`src/rtl/trig_seq_pkg.sv`:
```
package trig_seq_pkg;
  localparam logic [2:0] OP_EQ = 3'd0;
  localparam logic [2:0] OP_NE = 3'd1;
  localparam logic [2:0] OP_GT = 3'd2;
  localparam logic [2:0] OP_LT = 3'd3;
  localparam logic [2:0] OP_GE = 3'd4;
  localparam logic [2:0] OP_LE = 3'd5;

  typedef enum logic [1:0] {
    MODE_EV0  = 2'd0,
    MODE_BOTH = 2'd1,
    MODE_SEQ  = 2'd2,
    MODE_OFF  = 2'd3
  } cond_mode_e;

  localparam int NUM_EV = 2;
endpackage

```
`src/rtl/trig_cmp.sv`:
```
module trig_cmp
  import trig_seq_pkg::*;
#(
  parameter int W      = 8,
  parameter bit MAG_EN = 1'b1
) (
  input  logic         valid,
  input  logic [W-1:0] val,
  input  logic [W-1:0] refv,
  input  logic [2:0]   op,
  output logic         hit
);
  logic is_eq, is_gt, is_lt;

  assign is_eq = (val == refv);
  assign is_gt = (val > refv);
  assign is_lt = (val < refv);

  generate
    if (MAG_EN) begin : g_mag
      logic rel;
      always_comb begin
        case (op)
          OP_EQ:   rel = is_eq;
          OP_NE:   rel = !is_eq;
          OP_GT:   rel = is_gt;
          OP_LT:   rel = is_lt;
          OP_GE:   rel = !is_lt;
          OP_LE:   rel = !is_gt;
          default: rel = 1'b0;
        endcase
      end
      assign hit = valid && rel;
    end else begin : g_eq_only
      logic unused_rel;
      assign unused_rel = is_gt ^ is_lt;
      assign hit = valid && (op == OP_EQ) && is_eq;
    end
  endgenerate
endmodule

```
`src/rtl/trig_evcnt.sv`:
```
module trig_evcnt #(
  parameter int CNT_W = 4
) (
  input  logic             clk,
  input  logic             rst_n,
  input  logic             clr,
  input  logic             en,
  input  logic             hit,
  input  logic [CNT_W-1:0] target,
  output logic             ev_now
);
  localparam logic [CNT_W-1:0] CNT_MAX = {CNT_W{1'b1}};

  logic [CNT_W-1:0] cnt_q;
  logic [CNT_W:0]   next_cnt;
  logic [CNT_W:0]   need;

  assign need     = (target == '0) ? {{CNT_W{1'b0}}, 1'b1} : {1'b0, target};
  assign next_cnt = {1'b0, cnt_q} + {{CNT_W{1'b0}}, 1'b1};
  assign ev_now   = en && hit && (next_cnt >= need);

  always_ff @(posedge clk or negedge rst_n) begin
    if (!rst_n) begin
      cnt_q <= '0;
    end else if (clr) begin
      cnt_q <= '0;
    end else if (en && hit && (cnt_q != CNT_MAX)) begin
      cnt_q <= cnt_q + 1'b1;
    end
  end
endmodule

```
`src/rtl/trig_seq_ctl.sv`:
```
module trig_seq_ctl
  import trig_seq_pkg::*;
(
  input  logic       clk,
  input  logic       rst_n,
  input  logic       arm,
  input  logic [1:0] mode,
  input  logic       ev0_now,
  input  logic       ev1_now,
  input  logic       ext_hit,
  output logic       ev0_en,
  output logic       ev1_en,
  output logic       fire,
  output logic       pulse,
  output logic       armed,
  output logic       seq_latch
);
  cond_mode_e mode_e;
  logic       cond;
  logic       armed_q, seq_q, pulse_q;

  assign mode_e = cond_mode_e'(mode);

  always_comb begin
    case (mode_e)
      MODE_EV0:  cond = ev0_now;
      MODE_BOTH: cond = ev0_now && ev1_now;
      MODE_SEQ:  cond = seq_q && ev0_now;
      default:   cond = 1'b0;
    endcase
  end

  assign ev0_en = armed_q && ((mode_e != MODE_SEQ) || seq_q);
  assign ev1_en = armed_q;
  assign fire   = armed_q && !arm && (cond || ext_hit);

  always_ff @(posedge clk or negedge rst_n) begin
    if (!rst_n) begin
      armed_q <= 1'b0;
      seq_q   <= 1'b0;
      pulse_q <= 1'b0;
    end else begin
      pulse_q <= fire;
      if (arm)       armed_q <= 1'b1;
      else if (fire) armed_q <= 1'b0;
      if (arm)
        seq_q <= 1'b0;
      else if (armed_q && (mode_e == MODE_SEQ) && ev1_now)
        seq_q <= 1'b1;
    end
  end

  assign pulse     = pulse_q;
  assign armed     = armed_q;
  assign seq_latch = seq_q;
endmodule

```
`src/rtl/trig_seq_top.sv`:
```
module trig_seq_top
  import trig_seq_pkg::*;
#(
  parameter int NLANE   = 4,
  parameter int PROBE_W = 8,
  parameter int CNT_W   = 4,
  parameter bit MAG_EN  = 1'b1,
  parameter bit EXT_EN  = 1'b1,
  localparam int LANE_W = (NLANE > 1) ? $clog2(NLANE) : 1
) (
  input  logic                     clk,
  input  logic                     rst_n,
  input  logic                     probe_valid,
  input  logic [NLANE*PROBE_W-1:0] probe_data,
  input  logic [LANE_W-1:0]        ev0_lane,
  input  logic [2:0]               ev0_op,
  input  logic [PROBE_W-1:0]       ev0_ref,
  input  logic [CNT_W-1:0]         ev0_count,
  input  logic [LANE_W-1:0]        ev1_lane,
  input  logic [2:0]               ev1_op,
  input  logic [PROBE_W-1:0]       ev1_ref,
  input  logic [CNT_W-1:0]         ev1_count,
  input  logic [1:0]               cond_mode,
  input  logic                     arm,
  input  logic                     ext_en,
  input  logic                     ext_pol,
  input  logic                     trig_in,
  input  logic                     out_pol,
  output logic                     trig_out
);
  logic [PROBE_W-1:0] lanes   [NLANE];
  logic [LANE_W-1:0]  sel     [NUM_EV];
  logic [2:0]         op      [NUM_EV];
  logic [PROBE_W-1:0] refv    [NUM_EV];
  logic [CNT_W-1:0]   target  [NUM_EV];
  logic [NUM_EV-1:0]  hit, ev_en, ev_now;
  logic               ext_hit, fire, pulse_q, armed_q, seq_q;

  for (genvar k = 0; k < NLANE; k++) begin : g_lane
    assign lanes[k] = probe_data[k*PROBE_W +: PROBE_W];
  end

  assign sel[0] = ev0_lane;  assign sel[1] = ev1_lane;
  assign op[0]  = ev0_op;    assign op[1]  = ev1_op;
  assign refv[0] = ev0_ref;  assign refv[1] = ev1_ref;
  assign target[0] = ev0_count; assign target[1] = ev1_count;

  for (genvar e = 0; e < NUM_EV; e++) begin : g_ev
    logic [PROBE_W-1:0] picked;
    always_comb begin
      picked = '0;
      for (int k = 0; k < NLANE; k++)
        if (sel[e] == LANE_W'(k)) picked = lanes[k];
    end

    trig_cmp #(.W(PROBE_W), .MAG_EN(MAG_EN)) u_cmp (
      .valid (probe_valid),
      .val   (picked),
      .refv  (refv[e]),
      .op    (op[e]),
      .hit   (hit[e])
    );

    trig_evcnt #(.CNT_W(CNT_W)) u_cnt (
      .clk    (clk),
      .rst_n  (rst_n),
      .clr    (arm),
      .en     (ev_en[e]),
      .hit    (hit[e]),
      .target (target[e]),
      .ev_now (ev_now[e])
    );
  end

  generate
    if (EXT_EN) begin : g_ext
      assign ext_hit = ext_en && (trig_in ^ ext_pol);
    end else begin : g_no_ext
      logic unused_ext;
      assign unused_ext = ext_en ^ ext_pol ^ trig_in;
      assign ext_hit = 1'b0;
    end
  endgenerate

  trig_seq_ctl u_ctl (
    .clk       (clk),
    .rst_n     (rst_n),
    .arm       (arm),
    .mode      (cond_mode),
    .ev0_now   (ev_now[0]),
    .ev1_now   (ev_now[1]),
    .ext_hit   (ext_hit),
    .ev0_en    (ev_en[0]),
    .ev1_en    (ev_en[1]),
    .fire      (fire),
    .pulse     (pulse_q),
    .armed     (armed_q),
    .seq_latch (seq_q)
  );

  assign trig_out = pulse_q ^ out_pol;
endmodule

```
`config.mk`:
```
export PLATFORM = sky130hd
export DESIGN_NAME = trig_seq_top
export DESIGN_NICKNAME = d
export VERILOG_FILES = /design/src/rtl/trig_seq_pkg.sv /design/src/rtl/trig_cmp.sv /design/src/rtl/trig_evcnt.sv /design/src/rtl/trig_seq_ctl.sv /design/src/rtl/trig_seq_top.sv
export SDC_FILE = /design/constraint.sdc
export NUM_CORES = 1
export LEC_CHECK = 0
export ABC_AREA = 1
export CORE_ASPECT_RATIO = 0.5
export CORE_UTILIZATION = 42
export CTS_CLUSTER_SIZE = 24
export DETAILED_ROUTE_END_ITERATION = 8
export PLACE_DENSITY = 0.8
export SYNTH_ARGS = -nofsm -noshare
export SYNTH_HDL_FRONTEND = slang
export SYNTH_HIERARCHICAL = 1
export SYNTH_SLANG_ARGS = --single-unit
```
`constraint.sdc`:
```
create_clock -name clk -period 2.03 [get_ports clk]
set_input_delay 0.203 -clock clk [delete_from_list [all_inputs] [get_ports clk]]
set_output_delay 0.203 -clock clk [all_outputs]
set_load 0.01 [all_outputs]
```
# == Word-level counts from Yosys, hierarchy flattened ==
# Cells that the tools add are included.
# word_totals
register_bits,11
in_bits,76
out_inout_bits,1
elab_cells,97
# op_classes
addsub,4
n_lt_le_gt_ge,6
eq_ne,23
muxes,21
bitwise_logic,2
reduce_logical,36
# ops
op,count
$mux W8,8
$mux W4,6
$eq A8 B8 Y1,2
$gt A8 B8 Y1,2
$logic_and A1 B1 Y1,16
$lt A8 B8 Y1,2
$eq A3 B2 Y1 const B,4
$eq A3 B3 Y1 const B,4
$pmux W1 S6,2
$add A4 B1 Y5 const B,2
$eq A2 B2 Y1 const B,5
$ge A5 B5 Y1,2
$add A4 B1 Y4 const B,2
$logic_not A4 Y1,2
$ne A4 B4 Y1 const B,2
$reduce_bool A2 Y1,4
$logic_not A1 Y1,7
$eq A2 B1 Y1 const B,3
$eq A3 B1 Y1 const B,2
$logic_not A2 Y1,3
$logic_not A3 Y1,2
$mux W1,4
$pmux W1 S3,1
$logic_or A1 B1 Y1,2
2 further kinds,3

# == Logic depth before layout (Yosys ltp) ==
# Gate-level depths: netlist of the first run.
# depth
word_depth,17
ltp_mapped,26
mapped_depth_nobuf,25

# == By module ==
# The synthesis of the first run kept the hierarchy.
# by_module_without_submodules
mod,instances,cells_per_inst,area_each_um2,seq_area_each_um2
trig_evcnt,2,50,351.6,100.1
trig_cmp,2,59,326.6,0.0
trig_seq_top,1,97,576.8,0.0
trig_seq_ctl,1,28,225.2,75.1

# == Worst setup path after synthesis of the first run ==
# No wires, ideal clock.
# synth_path
path_type,in2reg
startpoint,input port ev1_lane[0]
endpoint,"register u_ctl.armed_q, in the netlist u_ctl/armed"
setup_ns,0.117
arrival_ns,2.146
required_time_ns,1.913
path_slack_ns,-0.233
stages,20
path_buffers,2
path_cell_list,buf_6 -> buf_12 -> nand3_1 -> nand4_1 -> ha_1 -> a21o_1 -> nor2_1 -> nand3_1 -> nand2_1 -> nor2_1 -> a21oi_1 -> nand2_1 -> a21oi_1 -> clkinv_1 -> nand2_1 -> nand3_1 -> nand2_1 -> nand2_2 -> nand3_1 -> nand2_1
# synth_between
elab_chain_len,16
# synth_lines
item,line_no,text
start: declaration,trig_seq_top.sv:19,"input logic [LANE_W-1:0] ev1_lane,"
$logic_not A2 Y1,trig_seq_top.sv:53,if (sel[e] == LANE_W'(k)) picked = lanes[k];
$mux W8 (3 in series),trig_seq_top.sv:53,
$mux W8 (*),trig_seq_top.sv:53,
net g_ev[1].picked[7],trig_seq_top.sv:49,logic [PROBE_W-1:0] picked;
$gt A8 B8 Y1 (tied with other cells),trig_cmp.sv:16,assign is_gt = (val > refv);
$logic_not A1 Y1 (on tied branches),"trig_cmp.sv:29, trig_cmp.sv:25, trig_cmp.sv:28",
$pmux W1 S6 (*),trig_cmp.sv:23,case (op)
$logic_and A1 B1 Y1 (*),trig_cmp.sv:33,assign hit = valid && rel;
net hit[1],trig_seq_top.sv:36,"logic [NUM_EV-1:0] hit, ev_en, ev_now;"
$logic_and A1 B1 Y1 (*) (2 in series),trig_evcnt.sv:20,assign ev_now = en && hit && (next_cnt >= need);
net ev_now[1],trig_seq_top.sv:36,
$logic_and A1 B1 Y1 (*),trig_seq_ctl.sv:27,MODE_BOTH: cond = ev0_now && ev1_now;
$pmux W1 S3 (*),trig_seq_ctl.sv:25,case (mode_e)
$logic_or A1 B1 Y1 (*),trig_seq_ctl.sv:35,assign fire = armed_q && !arm && (cond || ext_hit);
$logic_and A1 B1 Y1 (*),trig_seq_ctl.sv:35,
$reduce_bool A2 Y1 (no source line) (*),n/a,
end signal: assignment,trig_seq_ctl.sv:39,armed_q <= 1'b0;
end signal: assignment,trig_seq_ctl.sv:44,if (arm) armed_q <= 1'b1;
end signal: assignment,trig_seq_ctl.sv:45,else if (fire) armed_q <= 1'b0;
end: declaration,trig_seq_ctl.sv:20,"logic armed_q, seq_q, pulse_q;"
# The timed path passes the listed nets; every way through them passes the cells marked *.
# A chain may end at the register's enable or synchronous reset.

# == Worst setup path after layout of the first run ==
# layout_path
startpoint,input port probe_data[7]
endpoint,"register u_ctl.armed_q, in the netlist u_ctl/armed"
# layout_between
elab_chain_len,15
# layout_lines
item,line_no,text
start: declaration,trig_seq_top.sv:14,"input logic [NLANE*PROBE_W-1:0] probe_data,"
$mux W8 (*) (4 in series),trig_seq_top.sv:53,
net g_ev[1].picked[7],trig_seq_top.sv:49,
$gt A8 B8 Y1 (tied with other cells),trig_cmp.sv:16,
$logic_not A1 Y1 (on tied branches),"trig_cmp.sv:29, trig_cmp.sv:25, trig_cmp.sv:28",
$pmux W1 S6 (*),trig_cmp.sv:23,
$logic_and A1 B1 Y1 (*),trig_cmp.sv:33,
net hit[1],trig_seq_top.sv:36,
$logic_and A1 B1 Y1 (*) (2 in series),trig_evcnt.sv:20,
net ev_now[1],trig_seq_top.sv:36,
$logic_and A1 B1 Y1 (*),trig_seq_ctl.sv:27,
$pmux W1 S3 (*),trig_seq_ctl.sv:25,
$logic_or A1 B1 Y1 (*),trig_seq_ctl.sv:35,
$logic_and A1 B1 Y1 (*),trig_seq_ctl.sv:35,
$reduce_bool A2 Y1 (no source line) (*),n/a,
# Marked as above.

==> results of run 1 <==
==> how the worst max path moves through the flow <==
stage | start | endpoint | slack [ns] | cells past startpoint
global placement | ev1_lane[0] | u_ctl/armed | -0.87 | 23
floorplan | ev1_lane[1] | u_ctl/armed | -0.17 | 22
global route | ev1_lane[1] | u_ctl/armed | -0.38 | 23
CTS | ev1_lane[0] | u_ctl/armed | -0.12 | 21
detailed placement | ev1_lane[0] | u_ctl/armed | -0.97 | 23
finish | probe_data[7] | u_ctl/armed | -0.20 | 20
==> report_power, final <==
group / switching, mW / leakage, nW / internal [mW]
clock: 0.0829 / 0.0228 / 0.138
sequential: 0.0126 / 0.147 / 0.233
combinational: 0.378 / 1.60 / 0.368
==> sequential cells by signal (all words and copies together), names as in the netlist <==
register,cells
u_ctl/armed,1
u_ctl/pulse,1
g_ev.u_cnt/cnt_q,8
u_ctl/seq_latch,1
==> through the flow <==
stage	instances	worst slack, ns	area [sq um]
after floorplan	343	-0.1735	2196
after global placement	497	-0.8661	3032
after detailed placement	497	-0.9671	3032
after CTS	508	-0.1181	3254
after global routing	512	-0.3797	3510
final	512	-0.2038	3510
==> cell usage after synthesis <==
cell and n:
sky130_fd_sc_hd__nand2_1 73, sky130_fd_sc_hd__nand3_2 3, sky130_fd_sc_hd__nand4_1 18, sky130_fd_sc_hd__inv_2 6
sky130_fd_sc_hd__nor2_4 5, sky130_fd_sc_hd__clkinv_1 1, sky130_fd_sc_hd__a21oi_2 1, sky130_fd_sc_hd__nand3_1 75
sky130_fd_sc_hd__buf_8 2, sky130_fd_sc_hd__ha_1 29, sky130_fd_sc_hd__a31o_2 2, sky130_fd_sc_hd__a21oi_1 15
sky130_fd_sc_hd__o21ai_1 3, sky130_fd_sc_hd__xor2_1 3, sky130_fd_sc_hd__o21ai_0 2, sky130_fd_sc_hd__buf_4 1
sky130_fd_sc_hd__buf_12 2, sky130_fd_sc_hd__nor2_2 2, sky130_fd_sc_hd__nand2_2 7, sky130_fd_sc_hd__a21boi_0 1
sky130_fd_sc_hd__nor2_1 6, sky130_fd_sc_hd__dfrtp_1 11, sky130_fd_sc_hd__inv_1 64, sky130_fd_sc_hd__o32ai_1 1
sky130_fd_sc_hd__a21o_1 2, sky130_fd_sc_hd__buf_6 4, sky130_fd_sc_hd__nor3_1 4
==> routing by layer <==
metal | vias up | share of wire
met5 | - | 0
met4 | 0 | 0.0011
met3 | 2 | 0.054
met2 | 82 | 0.51
met1 | 1169 | 0.43
li1 | 1331 | -
==> area by class of cell <==
class,count,area share
clock buffers,4,0.01283
multi-input cells,252,0.5123
inverters,71,0.07914
well taps,70,0.02496
flip-flops and latches,11,0.07843
repair buffers,104,0.2923
==> kinds of logic (layout without fill, tap and decap cells) <==
kind of cell,count (synthesis),after routing,synth area share
buffers and inverters,80,179,0.1803
XOR/XNOR,3,3,0.01218
adder cells (fa/ha/maj),29,29,0.1681
AND/OR/NAND/NOR,193,193,0.4388
AO/OA/AOI/OAI,27,27,0.07304
flip-flops,11,11,0.1275
==> repair_timing <==
action / 4_1_cts / 5_1_grt
buffers inserted: 5 / 4
endpoints found under the setup margin: 11 / 11
cloned: 2 / 0
pin swaps: 44 / 50
gates resized for setup: 107 / 62
==> critical path, cell delays in order <==
cell	delay, ns
sky130_fd_sc_hd__dlygate4sd2_1	0.25
sky130_fd_sc_hd__nand2_1	0.06
sky130_fd_sc_hd__nand4_1	0.16
sky130_fd_sc_hd__ha_4	0.32
sky130_fd_sc_hd__nand2_4	0.06
sky130_fd_sc_hd__nor2_2	0.11
sky130_fd_sc_hd__nor2_2	0.07
sky130_fd_sc_hd__buf_4	0.13
sky130_fd_sc_hd__a21oi_1	0.13
sky130_fd_sc_hd__nor2_1	0.06
sky130_fd_sc_hd__a21oi_2	0.12
sky130_fd_sc_hd__nand2_1	0.09
sky130_fd_sc_hd__a21oi_2	0.14
sky130_fd_sc_hd__clkinv_2	0.08
sky130_fd_sc_hd__nand2_2	0.06
sky130_fd_sc_hd__nand3_2	0.06
sky130_fd_sc_hd__nand2_2	0.07
sky130_fd_sc_hd__nand2_2	0.07
sky130_fd_sc_hd__nand3_2	0.06
sky130_fd_sc_hd__nand2_1	0.05
==> run summary, run 1 <==
The routed length per instance is approximately 12 um. The area fraction of the dominant cell type after synthesis is 0.1739. The number of inserted diodes is 0. The met3 capacity usage during global routing came out at 0.02667. The worst clock skew is 0.005952 ns. The checks that failed: negative setup slack.

The worst setup path is of the input pin to register kind. Setup violations remaining at the end of the flow were counted as 11. The HPWL after detailed placement is 4.568 mm. The port buffer count is 76. The layout has between 400 and 500 filler cells.

The share of final-layout standard cells stronger than drive strength 1 came out at 0.2851. The total area inside the core boundary comes to a little under 5000 sq um. The pin count of the biggest net entering global routing came out at 13. Setup slack on the critical path of the routed design comes to -0.2038 ns.

The number of nets in the finished design came out at 548. The die outline area came out at roughly 5400 sq um. The post-synthesis cell type count came out at 27.

After floorplanning, the core was divided into 18 placement rows. Leaving out fill and tap cells, the most frequent cell in the layout is sky130_fd_sc_hd__nand3_1. Setup repair after global routing could not meet its margin everywhere.

Data on the critical path arrives at its endpoint at ~2.4 ns. For the worst flop-to-flop path, the logic depth is 16. The leading area contributor after synthesis is sky130_fd_sc_hd__nand3_1. The global-route congestion overflow total is 0.

For flop-to-flop paths, the worst setup slack is -0.02 ns. The global-route wire length before repair came out at around 9 mm. The relative slew slack came out at 0.6447. The maximum fanout along the worst path is 3. The number of global-route vias before repair was ~2,300. The routing usage on met2 came out at 0.4382.

The worst hold-check slack is approximately 0.31 ns. Counting I/O delays and the setup requirement, the final critical path takes 2.234 ns. The worst hold path belongs to the class input pin to asynchronous set/reset pin. TritonCTS built the clock tree. The cell count after synthesis is roughly 340.

For this run, the total global-route usage over all layers was measured as 0.2133. The sequential area share after synthesis is 0.1275. The height of the die is about 53 um. The data required time of the worst path is 2.16 ns.

The die width came out at a little over 100 um. The tree is rooted in a sky130_fd_sc_hd__clkbuf_8. The maximum buffer depth of the clock tree is 2. The post-route DRC violation count is 0.

The cell area that synthesis handed to floorplanning was ~2200 sq um. The area occupied by registers is about 280 sq um. The final number of max-transition violations is 0. The analysis attributes to cell leakage a power of about 1.8 nW. The post-synthesis sequential element count came out at 11. The share of the cycle needed by the critical path after routing is 1.100.

The total power draw is around 1.2 mW. The net count after synthesis came out at ~450. Once layout is complete, the utilization of the core stands at 0.7116. For this block, the routed nets add up to ~6.2 mm of wire.

The worst-case IR drop observed on VDD is ~0.38 mV. The number of hold buffers added after CTS came out at 0. The remaining antenna violation count is 0.

The power per unit of standard cell area came out at ~350 nW/um^2. The clock-pin slew of the registers on the worst-case setup and hold paths is roughly 0.050 ns. The synthesis-to-layout area growth is 62.61%. In the layout the commonest cells are sky130_fd_sc_hd__nand3_1, sky130_fd_sc_hd__nand2_1, sky130_fd_sc_hd__inv_1. Summing all multi-input logic gate instances after layout gives roughly 1800 sq um.

The total I/O pin count came out at just under 80. The hold violation count in the final report is 0. The initial utilization of the core area, before any placement, comes to 0.4376. For this run, global-route usage on met1 was measured as 0.2413.

The clock net sink count came out at 11. After the first detailed-routing iteration, the DRC count stood at about 80. The clock reaches the later pin of the worst-skew pair after approximately 0.24 ns.

The per-cell via count in the routed design is ~5.0. The most heavily used metal layer in global routing is met2. The placer's final routability congestion estimate is 0.8369. The pre-antenna-repair detailed-routing pass consisted of 6 iterations. CTS built an H-tree with a depth of 1. The final sum of negative setup slack came out at -0.8270 ns. The initial antenna violation count is 0. The end of the worst register-to-register path is u_ctl/armed.

During synthesis, Yosys emitted a total of 6 warnings. The flow ran to the end, but the final reports show violations. Across the run, the number of max-cap violations was 0. The actual transition at the worst max-transition pin is roughly 0.53 ns. Yosys attributes the largest share of cell area to sky130_fd_sc_hd__nand3_1, sky130_fd_sc_hd__ha_1, sky130_fd_sc_hd__dfrtp_1, sky130_fd_sc_hd__nand2_1, sky130_fd_sc_hd__inv_1.

The via count came out at around 2,600. The worst register-to-register path begins at g_ev[1].u_cnt/cnt_q[0]. Based on the critical path, the design can be clocked at up to ~450 MHz.

STA classifies the critical path endpoint as a register. The kind of start point of the critical path is an input pin. The number of buffers created by CTS is 3.

The average cell area after synthesis came out at roughly 6.3 sq um.
Power figures use the tool's default switching activity.
==> run 2: changes to the inputs <==
Settings changed: CORE_UTILIZATION 42 to 30, PLACE_DENSITY 0.8 to 0.6.
==> run summary, run 2 (same netlist as run 1, synthesis figures left out) <==
The hold violation count in the final report is 0. The final number of max-transition violations was 0. The max-capacitance violation count came out at 0. The critical path in this run is classified as input pin to register. The most critical setup path has its startpoint at ev1_lane[1]. In the global route stage, overall resource usage came out at 0.1596. In this run the worst path has a maximum fanout of 7. The iteration count of the initial detailed-routing pass is 4. The number of buffers created by CTS is 3. The height of the die is 61.98 um.

The total power draw is between 1 and 1.5 mW. The number of inserted diodes came out at 0. The pin count of the biggest net entering global routing came out at 12. The flow ran to the end, but the final reports show violations. The total instance count after detailed placement is approximately 520. The HPWL after detailed placement is approximately 4.8 mm. In the layout the commonest cells are sky130_fd_sc_hd__nand3_1, sky130_fd_sc_hd__nand2_1, sky130_fd_sc_hd__inv_1.

The number of DRC markers after the initial detailed-route iteration is 100. Hold repair after CTS inserted 0 buffers. The filler cell count in the final layout is 688.

Setup repair after global routing could not meet its margin everywhere. The die is ~120 um wide. The share of final-layout standard cells stronger than drive strength 1 came out at 0.2432. The combinational cell fraction of total power came out at 0.537. The source-to-sink clock delay at the later pin of the worst-skew pair is between 0.2 and 0.25 ns.

Dividing the final minimum period by the clock period gives 1.078. Relative to the synthesized area, the layout overhead comes to 61.28%. TritonCTS built the clock tree.

After detailed routing, the average wire length per cell comes to ~11 um. The total number of placement rows is 21. The relative slew slack is 0.6546. Clock tree synthesis selected as its root buffer the cell sky130_fd_sc_hd__clkbuf_16. The clock-pin slew of the registers on the worst-case setup and hold paths is 0.04 ns. Wires add up to between 6 and 7 mm. The final reports fail on negative setup slack. The H-tree depth came out at 1. The initial antenna violation count is 0. The detail route stage leaves a number of antenna-violating nets equal to 0. In this run the power density over the cells is around 370 nW/um^2. Of the total power, the clock network draws 0.274. The leakage power of the design is between 1.5 and 2 nW. For the worst setup path, the data required time is ~2.2 ns. The clock arrives with about 0.0015 ns of skew. The worst register-to-register path begins at g_ev[1].u_cnt/cnt_q[0]. For the worst setup path, the data arrival time is about 2.3 ns. The highest achievable clock rate is around 460 MHz. Counting flops per register, the top entry is g_ev.u_cnt/cnt_q. The number of nets in the finished design came out at 550. The die outline area came out at between 7000 and 8000 sq um. The placer's final routability congestion estimate came out at between 0.7 and 0.8. The global-route congestion overflow total came out at 0. Leaving out filler cells and counting taps, the final layout contains around 540.

The most common cell after layout, fill and taps aside is sky130_fd_sc_hd__nand3_1. The worst-case IR drop observed on VDD is approximately 0.43 mV. The final setup violation count came out at 10.

The port buffer count came out at 76. The endpoint kind of the worst setup timing path is a register. The area inside the core boundary came out at approximately 6800 sq um.

The register share of total power is 0.189. The number of global-route vias before repair is around 2,300. The actual transition at the worst max-transition pin came out at 0.5165 ns. The class of the tightest hold or removal check is input pin to asynchronous set/reset pin.

The minimum period implied by the final worst setup slack came out at ~2.2 ns. The internal power of the cells came out at about 0.84 mW. The global-route wire length before repair is around 9.7 mm. The per-cell via count in the routed design is 4.808.

For this design the top-level I/O count stands at 77. The worst setup path is launched from an input pin. The number of flip-flops in the largest register came out at 8. The initial core utilization came out at 0.3172. The routed layout has around 2,600 vias.

The final worst-path setup slack came out at -0.1593 ns. Of the total power, the share spent switching nets is 0.3526. In the routed design, unresolved DRC markers number 0. The clock net sink count is 11. The utilization of the core after routing came out at 0.5115. In this run the power spent charging and discharging nets is between 0.4 and 0.5 mW.

The clock passes through at most 2 buffers.
run 2: changes by cell type in the layout (fill, tap and decap cells not counted), sizes merged:
cell,delta
clkdlybuf4s15,-5
clkdlybuf4s50,+3
buf,+2
dlygate4sd2,+1
dlymetal6s2s,+1
run 2: worst paths after layout:
path	cells after the start	slack (ns)	to
worst max-delay path	17	-0.16	u_ctl/seq_latch
worst min-delay path	1	0.31	g_ev[0].u_cnt/cnt_q[3]
worst max register to register	12	-0.01	u_ctl/seq_latch
worst min register to register	2	0.55	u_ctl/seq_latch
max in group asynchronous	1	1.37	g_ev[1].u_cnt/cnt_q[0]
min in group clk	2	0.55	u_ctl/seq_latch
run 2: worst max-delay path: stages:
cell	delay [ns]
sky130_fd_sc_hd__buf_6	0.12
sky130_fd_sc_hd__buf_6	0.13
sky130_fd_sc_hd__nand3_1	0.08
sky130_fd_sc_hd__nand4_1	0.17
sky130_fd_sc_hd__ha_4	0.32
sky130_fd_sc_hd__nand2_4	0.05
sky130_fd_sc_hd__nor2_4	0.12
sky130_fd_sc_hd__nand2_2	0.08
sky130_fd_sc_hd__buf_4	0.14
sky130_fd_sc_hd__nand3_1	0.07
sky130_fd_sc_hd__nand2_1	0.06
sky130_fd_sc_hd__a21oi_2	0.11
sky130_fd_sc_hd__nand2_1	0.08
sky130_fd_sc_hd__a21oi_2	0.13
sky130_fd_sc_hd__clkinv_2	0.06
sky130_fd_sc_hd__buf_4	0.13
sky130_fd_sc_hd__o32ai_2	0.26
run 2: power groups by stage:
stage / Combinational, mW / Clock, mW / Sequential [mW]
3_3_place_gp: 0.592 / 0 / 0.248
4_1_cts: 0.636 / 0.364 / 0.245
6_report: 0.698 / 0.355 / 0.246
2_1_floorplan: 0.352 / 0 / 0.250
3_5_place_dp: 0.595 / 0 / 0.248
5_1_grt: 0.777 / 0.378 / 0.248
run 2: metrics by stage:
stage,worst slack [ns],cell area (sq um),hold WS (ns),TNS [ns]
finish,-0.1593,3481,0.3148,-0.5888
global route,-0.2804,3481,0.3632,-2.138
floorplan,-0.1735,2196,-0.09259,-0.3417
CTS,-0.1520,3299,0.3322,-0.3633
global placement,-0.8935,3074,0.5159,-8.133
detailed placement,-0.9171,3074,0.5429,-8.152
run 2: metal layers:
metal	GRT usage	share of wire
met5	0	0
met1	0.1926	0.44
met4	0.03175	0.0051
met3	0.02555	0.059
met2	0.3083	0.50
run 2: final cells by class:
class / count / area (sq um) / share of cell area
Tap cell: 92 / 115.1 / 0.03307
Clock buffer: 4 / 78.83 / 0.02265
Timing Repair Buffer: 106 / 1015 / 0.2915
Multi-Input combinational cell: 252 / 1719 / 0.4939
Inverter: 71 / 277.8 / 0.07980
Sequential cell: 11 / 275.3 / 0.07908
run 2: repair_timing:
| action | in CTS | in global routing |
|---|---|---|
| gates cloned | 2 | 0 |
| pin swaps | 37 | 39 |
| endpoints found under the setup margin | 11 | 11 |
| resized for setup | 91 | 41 |
| setup buffers | 6 | 3 |
==> run 3: changes to the inputs <==
Settings changed: ABC_AREA 1 to 0, RECOVER_POWER from default to 100.
Clock period 2.03 ns to 2.55 ns, I/O delays scaled along.
==> run summary, run 3 <==
The share of total power dissipated in combinational logic is 0.495. The synthesis-to-layout area growth came out at 79.55%. The peak supply drop is between 0.2 and 0.25 mV. Synthesis produced a netlist whose cell count is slightly below 200. After legalization and detailed placement, the total HPWL measured 4.335 mm. The initial core utilization is 0.3109.

Ranked by flip-flop count, first place goes to g_ev.u_cnt/cnt_q. The detailed-route wire length is 5.273 mm. The flow ran to the end, but the final reports show violations. The die outline area came out at 6643 sq um. The final number of max-transition violations came out at 0. The pre-CTS setup slack is -0.9591 ns. The via count came out at approximately 1,900.

Adding up every negative setup slack in the final design gives -0.9604 ns. The share of total power dissipated in the clock network is 0.306. For this run, the leading register cell type out of synthesis is sky130_fd_sc_hd__dfrtp_1.

Clock tree synthesis found a total of 11 sinks. The tree is rooted in a sky130_fd_sc_hd__clkbuf_16. The H-tree depth is 1. For the pin with the worst max-slew slack, the measured transition is 0.5542 ns. The net count after synthesis is about 300.

The most heavily used metal layer in global routing is met2. Yosys instantiated no cell more often than sky130_fd_sc_hd__ha_1. The total power draw is approximately 0.95 mW. The power per unit of standard cell area is about 280 nW/um^2.

The relative slew slack came out at 0.6293. The area inside the core boundary is just over 6000 sq um. The total number of placement rows is 20. In the final design database the tool counted approximately 400 nets. The checks that failed: negative setup slack.

The number of flip-flops in the largest register came out at 8. The number of enable-type register cells in the synthesized netlist is 0. The filler cell count in the final layout came out at roughly 530.

The data required time of the worst path is 2.65 ns. The post-synthesis sequential element count is 11. Buffers placed on the I/O ports in this run total 76.

Counting flops with an async set or reset pin after synthesis yields a share of 1.000. The total I/O pin count is 77. The max-capacitance violation count came out at 0. The final worst-path setup slack is -0.2500 ns. Buffers inserted during clock tree synthesis total 3. The total standard cell area after synthesis is ~1900 sq um. The switching portion of total power is 0.2977.

STA classifies the critical path endpoint as a register. In this run the remaining antenna-violating nets after routing total 0. The hold violation count in the final report was 0. The area occupied by registers came out at around 280 sq um.

The global-route congestion overflow total is 0. The library cell used most frequently in the layout, excluding fill and tap cells, is sky130_fd_sc_hd__clkdlybuf4s50_1. The leading area contributor after synthesis is sky130_fd_sc_hd__ha_1. The die width is 114.3 um.

The pin count of the biggest net entering global routing is 16. The minimum period implied by the final worst setup slack is between 2 and 3 ns. The internal power of the cells totals about 0.67 mW. Across the routed clock network, the largest skew measured is about 0.0011 ns. For this run, the total global-route usage over all layers was measured as 0.1636. The maximum buffer depth of the clock tree came out at 2. The class of the tightest hold or removal check is input pin to asynchronous set/reset pin. The number of inserted diodes came out at 0. The share of the cycle needed by the critical path after routing came out at 1.098. The number of DRC markers after the initial detailed-route iteration is between 40 and 50.

The kind of start point of the critical path is an input pin. During synthesis, Yosys emitted a total of 6 warnings. In the layout the commonest cells are sky130_fd_sc_hd__clkdlybuf4s50_1, sky130_fd_sc_hd__inv_1, sky130_fd_sc_hd__clkdlybuf4s15_1. The signal on the critical path passes through dlygate4sd2_1, mux4_2, ha_4, nand4_1, nor2_4, nor4_2, a211oi_1, nand3_2, nand2_2, o22ai_2, mux2_4, a221oi_4, nor3b_1. The iteration count of the initial detailed-routing pass is 4. The post-synthesis cell type count is between 40 and 50.

The multi-input combinational cell area came out at between 1500 and 2000 sq um. For this run, design rule violations remaining after detail routing come to 0. The maximum fanout along the worst path came out at 4. The routing usage on met2 came out at 0.3074. In the synthesized netlist, the cells that appear most often are sky130_fd_sc_hd__ha_1, sky130_fd_sc_hd__inv_1, sky130_fd_sc_hd__mux4_2.

The height of the die is between 50 and 60 um. For this run, global-route usage on met3 was measured as 0.01674. The register share of total power came out at 0.199. The source-to-sink clock delay at the later pin of the worst-skew pair is between 0.2 and 0.25 ns.

Grouping stages by cell kind, the critical path spends the most delay in simple AND/OR/NAND/NOR gates. The TritonCTS clock tree is built. The switching power summed over all nets came out at 0.2841 mW.

In the global route stage, met1 resource usage came out at 0.2077. The per-cell via count in the routed design is 4.948. Setup repair after global routing could not meet its margin everywhere. The share of synthesized area in the top cell type comes to 0.1919. The slowest stage of the critical path is the sky130_fd_sc_hd__mux4_2 cell. The critical path is of the input pin to register type.

The number of buffer and inverter instances along the worst setup path is 1. Setup violations remaining at the end of the flow were counted as 8. The routed length per instance came out at around 14 um.

By area the synthesized netlist is led by sky130_fd_sc_hd__ha_1, sky130_fd_sc_hd__mux4_2, sky130_fd_sc_hd__dfrtp_1, sky130_fd_sc_hd__inv_1, sky130_fd_sc_hd__xor2_1. The highest achievable clock rate came out at approximately 360 MHz. The average cell area after synthesis is a little under 10 sq um. The first global-routing pass estimated between 8 and 9 mm of wire. The number of global-route vias before repair is approximately 2,000. The arrival time at the worst endpoint is slightly below 3 ns. The share of final-layout standard cells stronger than drive strength 1 is 0.3345. The initial antenna violation count came out at 0. The delay of the slowest cell on the worst path came out at slightly below 0.5 ns. The congestion estimate from routability-driven global placement came to between 0.8 and 0.9. After clock tree synthesis, the clock-pin slew on the worst setup and hold paths is 0.04 ns. The leakage power of the design came out at between 1 and 1.5 nW.

Of the synthesized area, sequential elements account for 0.1456.
## run 3: power by group through the flow
| stage | registers (mW) | logic [mW] | clock network, mW |
|---|---|---|---|
| after floorplan | 0.189 | 0.215 | 0 |
| after global placement | 0.192 | 0.404 | 0 |
| after detailed placement | 0.192 | 0.417 | 0 |
| after CTS | 0.190 | 0.445 | 0.296 |
| after global routing | 0.191 | 0.521 | 0.308 |
| final | 0.190 | 0.473 | 0.292 |
## run 3: metrics by stage
stage / hold WS (ns) / cell area [sq um] / util / std cells
floorplan: -0.04059 / 2012 / - / 194
global placement: 0.5209 / 2975 / 0.4893 / 373
CTS: 0.3720 / 3228 / 0.5309 / 382
finish: 0.4300 / 3395 / 0.5582 / 384
detailed placement: 0.5382 / 2975 / 0.4893 / 373
global route: 0.4674 / 3395 / 0.5582 / 384
## run 3: cell families after synthesis
| logic type | count (synthesis) | share of synthesized area |
|---|---|---|
| AND/OR/NAND/NOR | 57 | 0.1919 |
| XOR/XNOR | 6 | 0.02780 |
| adder cells (fa/ha/maj) | 29 | 0.1919 |
| buffers and inverters | 30 | 0.07081 |
| flip-flops | 11 | 0.1456 |
| AO/OA/AOI/OAI | 40 | 0.1509 |
| multiplexers | 21 | 0.2210 |
## run 3: worst paths after layout
check	startpoint	to	slack, ns	cells past startpoint
worst max-delay path	probe_data[12]	u_ctl/pulse	-0.25	13
worst min-delay path	rst_n	g_ev[1].u_cnt/cnt_q[1]	0.43	1
worst max register to register	g_ev[0].u_cnt/cnt_q[0]	u_ctl/pulse	0.16	9
worst min register to register	u_ctl/seq_latch	u_ctl/seq_latch	0.54	2
max in group asynchronous	rst_n	g_ev[0].u_cnt/cnt_q[1]	1.77	1
min in group clk	u_ctl/seq_latch	u_ctl/seq_latch	0.54	2
## run 3: final cells by class
class                      count  area share
clock buffer                   3     0.02212
clock inverter                 1    0.001474
inverter                      25     0.02764
multi-input combinational    153      0.5433
sequential                    11     0.08109
tap                           88     0.03244
timing repair buffer         103      0.2919
## run 3: repair_timing
| action | in CTS | in global routing |
|---|---|---|
| hold buffers | 0 | 0 |
| endpoints found under the setup margin | 11 | 11 |
| gates resized for setup | 82 | 31 |
| pin swaps | 27 | 14 |
| buffers inserted | 5 | 5 |
## run 3: per-layer routing
layer,vias up,part of all wire
li1,946,-
met1,906,0.47
met2,46,0.49
met3,2,0.033
met4,0,0.0025
met5,-,0
